**config.mk**
```make
export PLATFORM = sky130hd
export DESIGN_NAME = pwm_timer_chan
export DESIGN_NICKNAME = d
export VERILOG_FILES = /design/src/rtl/pwm_timer_chan.sv
export SDC_FILE = /design/constraint.sdc
export NUM_CORES = 1
export LEC_CHECK = 0
export ABC_AREA = 1
export CAP_MARGIN = 20
export CORE_MARGIN = 10
export CORE_UTILIZATION = 35
export DETAILED_ROUTE_END_ITERATION = 7
export GPL_ROUTABILITY_DRIVEN = 0
export PLACE_DENSITY = 0.61
export SLEW_MARGIN = 30
export SYNTH_ARGS = -nofsm -noshare
export SYNTH_HDL_FRONTEND = slang
export SYNTH_SLANG_ARGS = --single-unit
```
**constraint.sdc**
```tcl
create_clock -name clk -period 2.2 [get_ports clk]
set_clock_uncertainty 0.15 [all_clocks]
set_input_delay 0.22 -clock clk [delete_from_list [all_inputs] [get_ports clk]]
set_output_delay 0.22 -clock clk [all_outputs]
set_load 0.02 [all_outputs]
```
**src/rtl/pwm_timer_chan.sv**
```systemverilog
module pwm_timer_chan #(
  parameter int W = 16
) (
  input  logic         clk,
  input  logic         rst_n,
  input  logic         wr_en,
  input  logic [3:0]   addr,
  input  logic [W-1:0] wdata,
  output logic [W-1:0] rdata,
  input  logic         tick,
  output logic         pwm_out,
  output logic         period_end
);
  localparam logic [W-1:0] ALL1 = '1;
  localparam logic [3:0] A_CTRL = 4'h0, A_PER = 4'h4, A_THR = 4'h8, A_LIVE = 4'hC;

  logic         run_b, load_b, inv_b, arl_b;
  logic [W-1:0] per_buf, thr_buf, cnt_q, thr_q;
  logic         lvl_q, pe_q;

  wire active  = run_b & ~load_b;
  wire at_zero = (cnt_q == '0);
  wire wrap    = active & tick & at_zero;
  wire lvl_act = (thr_q == ALL1) | (cnt_q < thr_q);
  wire lvl_buf = (thr_buf == ALL1) | (per_buf < thr_buf);

  always_ff @(posedge clk) begin
    if (!rst_n) begin
      run_b <= 1'b0; load_b <= 1'b0; inv_b <= 1'b0; arl_b <= 1'b0;
      per_buf <= '0; thr_buf <= '0; cnt_q <= '0; thr_q <= '0;
      lvl_q <= 1'b0; pe_q <= 1'b0;
    end else begin
      pe_q <= wrap;
      if (load_b) begin
        cnt_q <= per_buf;
        thr_q <= thr_buf;
        lvl_q <= lvl_buf;
      end else if (active) begin
        lvl_q <= lvl_act;
        if (tick) begin
          if (!at_zero) cnt_q <= cnt_q - 1'b1;
          else if (arl_b) begin
            cnt_q <= per_buf;
            thr_q <= thr_buf;
          end else run_b <= 1'b0;
        end
      end
      if (wr_en) begin
        case (addr)
          A_CTRL: {arl_b, inv_b, load_b, run_b} <= wdata[3:0];
          A_PER:  per_buf <= wdata;
          A_THR:  thr_buf <= wdata;
          default: ;
        endcase
      end
    end
  end

  always_comb begin
    case (addr)
      A_CTRL:  rdata = {{(W-4){1'b0}}, arl_b, inv_b, load_b, run_b};
      A_PER:   rdata = per_buf;
      A_THR:   rdata = thr_buf;
      A_LIVE:  rdata = cnt_q;
      default: rdata = '0;
    endcase
  end

  assign pwm_out    = lvl_q ^ inv_b;
  assign period_end = pe_q;

  p_no_early_load_r1: assert property (@(posedge clk) disable iff (!rst_n)
    (active && !(tick && at_zero)) |=> (thr_q == $past(thr_q)));

  p_forced_load_r2: assert property (@(posedge clk) disable iff (!rst_n)
    load_b |=> (cnt_q == $past(per_buf) && thr_q == $past(thr_buf)));

  p_frozen_when_off_r3: assert property (@(posedge clk) disable iff (!rst_n)
    (!run_b && !load_b) |=> ($stable(lvl_q) && $stable(cnt_q)));

  p_pulse_at_bottom_r4: assert property (@(posedge clk) disable iff (!rst_n)
    period_end |-> ($past(cnt_q) == '0 && $past(tick)));

  p_full_duty_r5: assert property (@(posedge clk) disable iff (!rst_n)
    (active && thr_q == ALL1) |=> lvl_q);

  p_one_shot_stop_r6: assert property (@(posedge clk) disable iff (!rst_n)
    (wrap && !arl_b && !wr_en) |=> !run_b);
endmodule

```
# Word level (Yosys, flattened, before mapping)

Cells that the tools add are included.

Add/sub/neg operators: 1
Magnitude comparators: 2
Equal/unequal tests: 6
Muxes and demuxes: 20
Bitwise logic cells: 7
Reduce and logical (&&, ||, !) cells: 11

Operators by type and width:

| kind                                               | count |
|---|---|
| 2-to-1 mux 16 bit                                  | 10 |
| one-hot mux 16 bit (4 select lines)                | 1 |
| == test 16 bit, second input constant              | 2 |
| < comparator 16 bit                                | 2 |
| zero test 16 bit                                   | 1 |
| subtractor 16 x 1 -> 16 bit, second input constant | 1 |
| 2-to-1 mux 1 bit                                   | 9 |
| == test 4 bit, second input constant               | 2 |
| nonzero test 2 bit                                 | 4 |
| AND reduction 2 bit                                | 3 |
| == test 4 x 3 -> 1 bit, second input constant      | 1 |
| zero test 4 bit                                    | 1 |
| AND reduction 4 bit                                | 1 |
| bitwise AND 1 bit                                  | 3 |
| != test 3 bit, second input constant               | 1 |
| AND reduction 3 bit                                | 1 |
| bitwise OR 1 bit                                   | 2 |
| inverter 1 bit                                     | 1 |
| XOR 1 bit                                          | 1 |

Register bits after elaboration: 70
Input port bits: 24
Output and inout port bits: 18
Logic and storage cells: 57

# Depth between registers and ports, before layout

Word-level depth: 7
Gate-level depth with buffers: 13
Gate-level depth less buffers: 13

# Worst setup path after synthesis

Ideal clock, no wire load.

Path kind: in2out
From: input addr[1]
To: output rdata[10]
Arrival: 1.362 ns
Required time: 1.830 ns
Path slack: 0.468 ns
Stages on the path: 6
Path buffers: 1
Path through: nor2_1 > inv_1 > nor3_1 > inv_1 > clkbuf_1 > o221ai_1

Word-level cells in the longest chain between the ends: 2
Elaborated cells on any way between the ends: 5
Those cells by class: eq/ne (3); mux (1); reduce/logical (1)

Ends and longest elaborated chain:

| item                                        | line | source |
|---|---|---|
| from (decl)                                 | 7    | `input logic [3:0] addr,` |
| == test 4 bit, or another cell as far along | 60   | `case (addr)` |
| one-hot mux 16 bit (4 select lines) *       | 60   |  |
| to (decl)                                   | 9    | `output logic [W-1:0] rdata,` |

Every way passes the cells marked *; elsewhere a longest branch is shown, timed or not.

# Worst setup path in the final report

From: input addr[3]
To: output rdata[4]

The elaborated chain is that of the path after synthesis.

==> flow_summary.json <==
{
  "grt_pass1_wl_um": 19900,
  "diodes": 0,
  "firstDrtPassIters": 4,
  "io_buffers": 41,
  "postRouteAntennaNets": 0,
  "die_x_um": 128,
  "post-route-drc-count": 0,
  "p_seq_share_pct": 45.7,
  "fin_cells": 765,
  "crit_family": "buffers and inverters",
  "netlist_top_cells_area": "dfxtp_1 34%, a21oi_1 11%, ha_1 9.8%",
  "critPathMaxFanout": 16,
  "path_common_cell": "inv_1",
  "vias_per_cell": 5.25,
  "dp.cells": 749,
  "start_util_pct": 35.8,
  "fmax_mhz": 468,
  "start_kind": "primary input",
  "worstHoldPathType": "flip-flop to flip-flop",
  "slew_viol_final": 0,
  "slowest_stage": "clkdlybuf4s50_1",
  "finalSetupViolations": 0,
  "leakage_nw": 2.02,
  "synth_flop_cell": "dfxtp_1",
  "hold_depth": 2,
  "yosysMostFrequentCell": "a21oi_1",
  "min_period_over_period_pct": 97.1,
  "cts_tree": "yes",
  "yosysWarningCount": 0,
  "critical_path.endpoint_type": "output pin",
  "cap_violations": 0,
  "synthTopCellsByCount": "87 x a21oi_1, 85 x nand2_1, 81 x inv_1",
  "synth_edf_count": 0,
  "wl_per_cell_um": 15.9,
  "intPower_mw": 2.18,
  "wl_um": 12100,
  "cts-root-buf": "clkbuf_16",
  "synth.cell_area_mm2": 0.00410,
  "critical_path_depth": 7,
  "ys_types": 35,
  "hold_viol": 0,
  "vias": 4018,
  "slowest_delay_ns": 0.51,
  "worst_slack_ns": 0.0636,
  "coreArea_mm2": 0.0115,
  "worst_hold_slack_ns": 0.326,
  "numCtsBuffers": 9,
  "antenna_found_initial": 0,
  "io_pins": 42,
  "comb_power_share_pct": 9.4,
  "dp_worst_setup_slack_ns": -0.439,
  "p_sw_uw": 686,
  "vdd_ir_drop_max_uv": 325,
  "area_delta_synth_final_pct": 21.4,
  "p_per_area_mw_per_mm2": 575,
  "period_minus_slack_ns": 2.14,
  "nNetsFinal": 675,
  "required_ns": 1.83,
  "path_buf_inv": 5,
  "path_cells": "clkdlybuf4s50_1 -> inv_1 -> nor3_2 -> inv_1 -> buf_12 -> o221ai_1 -> buf_2",
  "synth-seq-cells": 70,
  "cp.arrival_ns": 1.77,
  "yosys.area.top_type": "dfxtp_1",
  "dpl.hpwl_um": 9270,
  "worst_pin_slew_ns": 0.442,
  "slew_headroom_pct": 70.2,
  "r2r_setup_slack_ns": 0.19,
  "ys_async_sr_fraction_pct": 0,
  "grt_max_degree": 53,
  "grt_pass1_vias": 3830,
  "syn-num-nets": 623,
  "cts_buffer_depth": 2,
  "avgSynthCellArea_um2": 7.24,
  "drtIter0Drc": 311,
  "die_area_mm2": 0.0165,
  "reg2regPathDepth": 10,
  "clock_latency_ns": 0.33,
  "die_h_um": 128,
  "syn_inst": 567,
  "netlist.area_leader.share_pct": 34.1,
  "grt_usage_pct": 15.0,
  "ys_seq_area_share_pct": 34.1,
  "num_rows": 39,
  "switching_share_pct": 23.9,
  "path_clk_slew_ns": 0.05,
  "drive_gt1_share_pct": 13.2,
  "clock-sinks": 70,
  "htreeDepth": 3,
  "status": "completed",
  "gr-total-overflow": 0,
  "p_clk_share_pct": 45.0,
  "crit_type": "primary input to output pin"
}
-- area by class of cell --
class                           instances  area, µm²
Fill cell                            1152       6480
Clock buffer                           12        246
Inverter                               84        319
Multi-Input combinational cell        389       2290
Tap cell                              143        179
Clock inverter                          2       10.0
Sequential cell                        70       1400
Timing Repair Buffer                   65        541
-- per-layer routing --
metal / track usage (%) / vias up / part of all wire, %
li1: - / 2041 / -
met2: 23.3 / 108 / 46
met4: 7.62 / 0 / 2.6
met3: 2.48 / 22 / 5.6
met1: 19.4 / 1847 / 46
met5: 0 / - / 0
-- metrics by stage --
stage | total power [mW] | utilization, % | setup TNS (ns) | area (µm²)
final | 2.86 | 43.4 | 0 | 4980
after detailed placement | 1.60 | 41.3 | -6.30 | 4740
after global placement | 1.60 | 41.3 | -5.35 | 4740
after CTS | 2.88 | 43.4 | 0 | 4980
after global routing | 2.97 | 43.4 | -0.00278 | 4980
after floorplan | 1.48 | - | 0 | 4100
-- registers in the layout, indices dropped and copies added (netlist names) --
| register | flops |
|---|---|
| inv_b | 1 |
| period_end | 1 |
| cnt_q | 16 |
| thr_q | 16 |
| lvl_q | 1 |
| arl_b | 1 |
| per_buf | 16 |
| load_b | 1 |
| run_b | 1 |
| thr_buf | 16 |
-- placed cells by master (no fill, tap or decap), drive strengths merged, types with 8 or more instances in the layout --
master         instances
inv                   82
nand3                 16
nand2                 92
nor3                  12
o221ai                16
clkbuf                12
o21ai                 73
nand4                  8
a21oi                 90
clkdlybuf4s50         25
dfxtp                 70
ha                    32
nor2                  26
buf                   40
-- tightest hold or removal path: cells and delay by family, from the launching register on --
family	cells	cell delay [ns]
DFF	1	0.31
buffers and inverters	1	0.07
AOI/OAI and AO/OA	1	0.06
-- power by group through the flow --
stage / registers, mW / clock network, mW / logic, mW
6_report: 1.31 / 1.29 / 0.268
5_1_grt: 1.31 / 1.36 / 0.303
4_1_cts: 1.31 / 1.31 / 0.265
3_5_place_dp: 1.33 / 0 / 0.263
3_3_place_gp: 1.33 / 0 / 0.260
2_1_floorplan: 1.33 / 0 / 0.154
-- final timing paths --
| path | start | to |
|---|---|---|
| worst max-delay path | addr[3] | rdata[4] |
| worst min-delay path | thr_q[1] | thr_q[1] |
| worst max register to register | cnt_q[1] | cnt_q[2] |
| worst min register to register | thr_q[1] | thr_q[1] |
-- what timing repair did --
| item | 4_1_cts | 5_1_grt |
|---|---|---|
| pin swaps | 0 | 1 |
| setup endpoints to repair | 16 | 31 |
| resized for setup | 75 | 15 |
| hold buffers | 0 | 0 |
| buffers inserted | 0 | 2 |
-- cells by family (layout without fill, tap and decap cells) --
logic type | Yosys count | count (layout) | share of synthesized area (%)
DFF | 70 | 70 | 34.1
xor gates and xnor gates | 8 | 8 | 1.71
adders and majority gates | 32 | 32 | 9.76
AOI/OAI and AO/OA | 191 | 191 | 26.2
and+or+nand+nor | 158 | 158 | 17.3
buffers and inverters | 108 | 163 | 10.9
Note: power is estimated with default switching activity, not from simulation.
